==> src/rtl/smbus_pec_unit.sv <==
module smbus_pec_unit #(
  parameter int W = 8,
  parameter logic [W-1:0] POLY = 8'h07,
  parameter logic [W-1:0] INIT = 8'h00
) (
  input  logic         clk,
  input  logic         rst_n,
  input  logic         start,
  input  logic         pec_en,
  input  logic         i2c_mode,
  input  logic         rd_dir,
  input  logic         tx_valid,
  input  logic [W-1:0] tx_byte,
  input  logic         rx_valid,
  input  logic [W-1:0] rx_byte,
  input  logic         rx_last,
  input  logic         err_clr,
  output logic [W-1:0] pec_byte,
  output logic         pec_append,
  output logic         pec_err,
  output logic         buf_we,
  output logic [W-1:0] buf_data
);

  logic [W-1:0] crc;
  logic         act, rd;
  logic         take_tx, take_rx, code_in, mismatch;

  function automatic logic [W-1:0] crc_step(input logic [W-1:0] c, input logic [W-1:0] d);
    logic [W-1:0] r;
    logic fb;
    r = c;
    for (int i = W - 1; i >= 0; i--) begin
      fb = r[W-1] ^ d[i];
      r  = {r[W-2:0], 1'b0} ^ (fb ? POLY : '0);
    end
    return r;
  endfunction

  assign take_tx  = act & tx_valid & ~start;
  assign take_rx  = act & rx_valid & ~tx_valid & ~start;
  assign code_in  = act & rd & rx_valid & rx_last;
  assign mismatch = take_rx & rd & rx_last & (rx_byte != crc);

  always_ff @(posedge clk or negedge rst_n) begin
    if (!rst_n) begin
      crc <= INIT;
      act <= 1'b0;
      rd  <= 1'b0;
    end else if (start) begin
      crc <= INIT;
      act <= pec_en & ~i2c_mode;
      rd  <= rd_dir;
    end else if (take_tx) begin
      crc <= crc_step(crc, tx_byte);
    end else if (take_rx) begin
      crc <= crc_step(crc, rx_byte);
    end
  end

  always_ff @(posedge clk or negedge rst_n) begin
    if (!rst_n)        pec_err <= 1'b0;
    else if (mismatch) pec_err <= 1'b1;
    else if (err_clr)  pec_err <= 1'b0;
  end

  assign pec_byte   = crc;
  assign pec_append = act & ~rd;
  assign buf_we     = rx_valid & ~code_in;
  assign buf_data   = rx_byte;

endmodule

==> config.mk <==
export PLATFORM = sky130hd
export DESIGN_NAME = smbus_pec_unit
export DESIGN_NICKNAME = d
export VERILOG_FILES = /design/src/rtl/smbus_pec_unit.sv
export SDC_FILE = /design/constraint.sdc
export NUM_CORES = 1
export LEC_CHECK = 0
export ABC_AREA = 1
export BUFFER_PORTS_ARGS = -buffer_cell sky130_fd_sc_hd__buf_2
export CORE_ASPECT_RATIO = 0.6
export CORE_MARGIN = 2
export CORE_UTILIZATION = 31
export CTS_BUF_LIST = sky130_fd_sc_hd__clkbuf_8
export CTS_CLUSTER_DIAMETER = 30
export CTS_CLUSTER_SIZE = 14
export DETAILED_ROUTE_END_ITERATION = 10
export PLACE_DENSITY_LB_ADDON = 0.2
export SLEW_MARGIN = 20
export SYNTH_ARGS = -nofsm -noshare
export SYNTH_HDL_FRONTEND = slang
export SYNTH_SLANG_ARGS = --single-unit
export TNS_END_PERCENT = 5
==> constraint.sdc <==
create_clock -name clk -period 1.5 [get_ports clk]
set_input_delay 0.3 -clock clk [delete_from_list [all_inputs] [get_ports clk]]
set_output_delay 0.3 -clock clk [all_outputs]
set_load 0.01 [all_outputs]
==> metrics.cfg, run 1 <==
[power]
power.density_nw_per_um2=761
power_mw=1.28
swShare=0.409
p_clk_frac=0.238
p_seq_frac=0.288
p_sw_uw=524
ir_drop_mv=0.360
p_leak_nw=1.03
power_frac_comb=0.474
p_int_uw=757

[critical_path]
max_stage_delay_ns=0.49
arrival_ns=1.54
reg2regPathDepth=4
crit_fanout=6
r2r_start=pec_byte[5]
r2r_slack_ns=0.12
crit_slowest_cell=dfrtp_1
timing.rr.end=pec_byte[5]
required_ns=1.66
end_kind=flop
crit_type=flop to flop
crit_chain=xnor2_2, ha_1, xor2_1, o211ai_1
cp_num_buf_inv=0
critPathTopFamily=flip-flops
startpoint_type=flop

[logic_synthesis]
syn-num-nets=257
synth_top_area_share=0.314
synth_xor_area_frac=0.107
synthTopCellsByArea=nand2_1 (31%), dfrtp_1 (21%), nand3_1 (11%), inv_1 (8.4%), xnor2_1 (5.4%)
synth-compound-area-share=0.0346
synthAdderAreaFrac=0.0288
yosys-mux-area-fraction=0
synth_top_area_cell=nand2_1
synth_cells=228
synth_top_family_by_area=simple AND/OR/NAND/NOR gates
ys_seq_area_frac=0.211
netlist_area_sq_um=1300
synth-seq-cells=11
ys_warn_count=0
synth_cell_type_count=19
yosys.area_share.simple=0.476
syn_area_per_cell_sq_um=5.71

[min_path]
hold_start=i2c_mode
min_path_type=input port to flop
hold-path-endpoint=act
holdPathStages=2

[cts]
clk-insertion-delay-late_ns=0.24
numClockSinks=11
cts_max_level=1
numCtsBuffers=3
root_buffer=clkbuf_8
post-cts-setup-buffers=0
clkTransAtPathRegs_ns=0.06
cts_tree=yes
clock_path_buffers=2

[floorplan]
core_area_sq_um=4080
dieArea_sq_um=4750
start_util=0.320
io_pins=45
row_count=18
die_w_um=87.7
die_h_um=54.2

[outcome]
status=finished clean

[detailed_routing]
detailedRoute.firstIterationViolations=58
drtPass1Iterations=4
via_per_inst=4.38
routedWlPerCell_um=10.6
vias=1475
drc=0
detail-route-antenna-nets=0
routed_wl_um=3580

[cells_and_area]
n_antenna_cell=0
utilization=0.413
fin_nets=307
fin_cells=337
syn_to_final_growth_pct=29.3
drive_above_1_share=0.260

[grt]
antenna_found_initial=0
grt_pass1_wl_um=5630
grt_overflow=0
grt_usage=0.158
grt_max_degree=12
grt_pass1_vias=1162

[timing]
relSlewSlack=0.785
slew_viol_final=0
period_share=0.923
grt_setup_unrepaired=yes
max_clock_freq_mhz=722
setup_viol=0
finalWorstSetupSlack_ns=0.115
skew_ns=0.00612
finalHoldViolCount=0
fin_crit_ns=1.38
worst_pin_slew_ns=0.322

[place]
port_buffers=44
dp_hpwl_um=3010
place_inst=332
pre_cts_ws_ns=0.0633
place_congestion=0.809

[job]
maxCapViolCount=0

[what timing repair did]
item,CTS,global route
hold buffers,1,0
endpoints found under the setup margin,0,5
endpoints found under the hold margin,11,0
gates resized for setup,0,7
[cells in the final DEF (no fill, tap or decap), drive strengths merged]
cell type	count
xor2	6
nor2	5
clkbuf	3
nand4	3
buf	54
o211ai	2
a21oi	3
o21ai	3
dlygate4sd3	1
nand2	113
nand3	29
inv	32
dfrtp	11
ha	3
xnor2	9
[worst max path at each step]
stage	start	to	slack, ns	depth (start not counted)
floorplan	pec_byte[3]	pec_byte[3]	0.05	8
global placement	pec_byte[7]	pec_byte[7]	0.07	5
detailed placement	pec_byte[7]	pec_byte[3]	0.06	10
CTS	pec_byte[7]	pec_byte[3]	0.05	10
global route	pec_byte[7]	pec_byte[3]	-0.007	10
finish	pec_byte[5]	pec_byte[5]	0.12	4
[power groups by stage]
stage / sequential (mW) / combinational (mW) / clock, mW
floorplan: 0.368 / 0.408 / 0
global placement: 0.369 / 0.597 / 0
detailed placement: 0.371 / 0.596 / 0
CTS: 0.366 / 0.602 / 0.309
global route: 0.374 / 0.693 / 0.325
finish: 0.369 / 0.608 / 0.305
[metrics by stage]
step / hold WS (ns) / cell area, sq um / TNS [ns]
after floorplan: 0.00441 / 1300 / 0
after global placement: 0.196 / 1600 / 0
after detailed placement: 0.201 / 1600 / 0
after CTS: 0.236 / 1660 / 0
after global routing: 0.237 / 1680 / -0.00717
final: 0.236 / 1680 / 0
[kinds of logic after synthesis]
kind of cell               Yosys count
adders and majority gates            3
buffers and inverters               41
DFF                                 11
xor gates and xnor gates            15
and+or+nand+nor                    150
AOI/OAI and AO/OA                    8
[synthesized netlist by cell type]
| library cell | count |
|---|---|
| o21ai_0 | 3 |
| inv_2 | 2 |
| ha_1 | 3 |
| nor2_2 | 1 |
| nand3_1 | 29 |
| nand2_2 | 4 |
| a21oi_1 | 3 |
| xnor2_2 | 1 |
| clkbuf_2 | 1 |
| buf_2 | 1 |
| inv_1 | 29 |
| xnor2_1 | 8 |
| dfrtp_1 | 11 |
| buf_4 | 8 |
| nor2_1 | 4 |
| o211ai_1 | 2 |
| nand2_1 | 109 |
| xor2_1 | 6 |
| nand4_1 | 3 |
[metal layers]
layer  part of all wire  wire [um]  GRT usage
met1               0.56       2010      0.253
met2               0.38       1350      0.217
met3              0.062        222     0.0362
met4                  0          0     0.0154
met5                  0          0          0
[state kept, by name (all words and copies together) (netlist names)]
register,flops
rd,1
pec_byte,8
act,1
pec_err,1
[area by class of cell]
class                           count  area, sq um
Sequential cell                    11          279
Fill cell                         446         2390
Inverter                           31          116
Tap cell                           60         75.1
Timing Repair Buffer               55          305
Clock buffer                        3         41.3
Clock inverter                      1         3.75
Multi-Input combinational cell    176          863
Power figures use the tool's default switching activity.
==> inputs of run 2 (changes only) <==
- PLACE_DENSITY_LB_ADDON: 0.2 -> not set
==> run 2 against run 1 <==
  * Sequential power about the same
  * Critical path depth increased by 1
  * Fmax fell by 0.81%
  * Critical endpoint unchanged
  * Register-to-register slack about the same
  * Via count is 1.8% higher
==> metrics.cfg, run 2 (synthesized netlist as in run 1, its figures left out) <==
[cells_and_area]
fin_cells=337  ; unchanged
drive_above_1_share=0.271  ; +0.0108
multi_input_area_sq_um=861  ; -0.29%
largest_register_ffs=8  ; unchanged
num-fill-cells=439  ; -1.6%
n_antenna_cell=0  ; unchanged
syn_to_final_growth_pct=29.2  ; about the same
fin_nets=307  ; unchanged
final_cell_mix=nand2_1 (108), buf_2 (44), nand3_1 (29)
layout_commonest_cell=nand2_1
seq_area_sq_um=279  ; unchanged

[floorplan]
row_count=18  ; unchanged
io_pins=45  ; unchanged
dieArea_sq_um=4750  ; unchanged
core_area_sq_um=4080  ; unchanged
die_w_um=87.7  ; unchanged
die_h_um=54.2  ; unchanged
start_util=0.320  ; unchanged

[place]
dp_hpwl_um=3160  ; +5.1%
place_inst=332  ; unchanged
port_buffers=44  ; unchanged
pre_cts_ws_ns=0.0531  ; -0.0103 ns
place_congestion=0.885  ; +9.5%

[detailed_routing]
detail-route-antenna-nets=0  ; unchanged
drtPass1Iterations=4  ; unchanged
routedWlPerCell_um=11.2  ; +5.8%
detailedRoute.firstIterationViolations=70  ; +21%
routed_wl_um=3780  ; +5.8%
drc=0  ; unchanged
vias=1502  ; +1.8%
via_per_inst=4.46  ; +1.8%

[job]
maxCapViolCount=0  ; unchanged

[critical_path]
end_kind=flop
cp_num_buf_inv=1  ; +1
crit_fanout=4  ; -2
max_stage_delay_ns=0.44  ; -0.05 ns
startpoint_type=flop
crit_type=flop to flop
crit_slowest_cell=dfrtp_2
arrival_ns=1.53  ; about the same
required_ns=1.63  ; -0.03 ns
timing.rr.end=pec_byte[5]
crit_chain=xor2_2, inv_2, ha_2, xor2_1, o211ai_1
r2r_slack_ns=0.10  ; about the same
reg2regPathDepth=5  ; +1
critPathTopFamily=flip-flops
r2r_start=pec_byte[4]

[outcome]
status=finished clean

[timing]
finalHoldViolCount=0  ; unchanged
skew_ns=0.00192  ; -0.00420 ns
setup_viol=0  ; unchanged
worst_pin_slew_ns=0.326  ; +0.00390 ns
max_clock_freq_mhz=716  ; -0.81%
slew_viol_final=0  ; unchanged
period_share=0.931  ; +0.00753
fin_crit_ns=1.40  ; +0.0113 ns
finalWorstSetupSlack_ns=0.104  ; -0.0113 ns
relSlewSlack=0.781  ; -0.00416
grt_setup_unrepaired=yes

[cts]
cts_max_level=1  ; unchanged
clkTransAtPathRegs_ns=0.06  ; about the same
cts_tree=yes
root_buffer=clkbuf_8
numCtsBuffers=3  ; unchanged
post-cts-setup-buffers=0  ; unchanged
numClockSinks=11  ; unchanged
clk-insertion-delay-late_ns=0.25  ; about the same
clock_path_buffers=2  ; unchanged

[power]
p_int_uw=762  ; +0.60%
ir_drop_mv=0.287  ; -20%
power_frac_comb=0.468  ; -0.006
p_clk_frac=0.254  ; +0.016
p_seq_frac=0.278  ; -0.010
p_leak_nw=1.02  ; -0.36%
power.density_nw_per_um2=784  ; +3.0%
power_mw=1.32  ; +2.9%
p_sw_uw=557  ; +6.2%
swShare=0.422  ; +0.0132

[grt]
grt_max_degree=12  ; unchanged
grt_pass1_wl_um=6050  ; +7.5%
grt_pass1_vias=1274  ; +9.6%
antenna_found_initial=0  ; unchanged
grt_overflow=0  ; unchanged
grt_usage=0.172  ; +0.0136

[min_path]
hold_start=i2c_mode
min_path_type=input port to flop
hold-path-endpoint=act
holdPathStages=2  ; unchanged

[run 2: worst max-delay path by stage]
stage | startpoint | end | slack [ns] | depth (start not counted)
after floorplan | pec_byte[3] | pec_byte[3] | 0.05 | 8
after global placement | pec_byte[4] | pec_byte[5] | 0.09 | 5
after detailed placement | pec_byte[4] | pec_byte[5] | 0.05 | 5
after CTS | pec_byte[4] | pec_byte[5] | 0.03 | 5
after global routing | pec_byte[2] | pec_byte[3] | -0.02 | 8
final | pec_byte[4] | pec_byte[5] | 0.10 | 5
[run 2: what timing repair did]
item,4_1_cts,5_1_grt
resized for setup,0,9
setup endpoints to repair,0,6
hold endpoints to repair,11,0
hold buffers,1,0
[run 2: through the flow]
stage,cell area (sq um),util,TNS (ns),hold slack (ns)
2_1_floorplan,1300,-,0,0.00441
3_3_place_gp,1600,0.393,0,0.208
3_5_place_dp,1600,0.393,0,0.210
4_1_cts,1660,0.407,0,0.222
5_1_grt,1680,0.413,-0.0193,0.222
6_report,1680,0.413,0,0.226
[run 2: layout make-up]
type	instances	share of cell area
Multi-Input combinational cell	176	0.512
Timing Repair Buffer	55	0.181
Sequential cell	11	0.166
Inverter	31	0.0691
Tap cell	60	0.0446
Clock buffer	3	0.0245
Clock inverter	1	0.00297
[run 2: routing by layer]
layer  up-vias  part of all wire  track usage
met4         0            0.0021       0.0333
li1        791                 -            -
met5         -                 0            0
met2        45              0.38        0.246
met3         2             0.076       0.0483
met1       664              0.54        0.255
[run 2: power by group through the flow]
stage	sequential (mW)	clock [mW]	combinational (mW)
after detailed placement	0.368	0	0.604
final	0.367	0.335	0.617
after CTS	0.363	0.347	0.610
after global placement	0.367	0	0.600
after global routing	0.372	0.360	0.709
after floorplan	0.368	0	0.408
[run 2: worst register-to-register path: stages (launching register included)]
cell and delay (ns):
dfrtp_2 0.44, xor2_2 0.21, inv_2 0.07, ha_2 0.32
xor2_1 0.14, o211ai_1 0.09
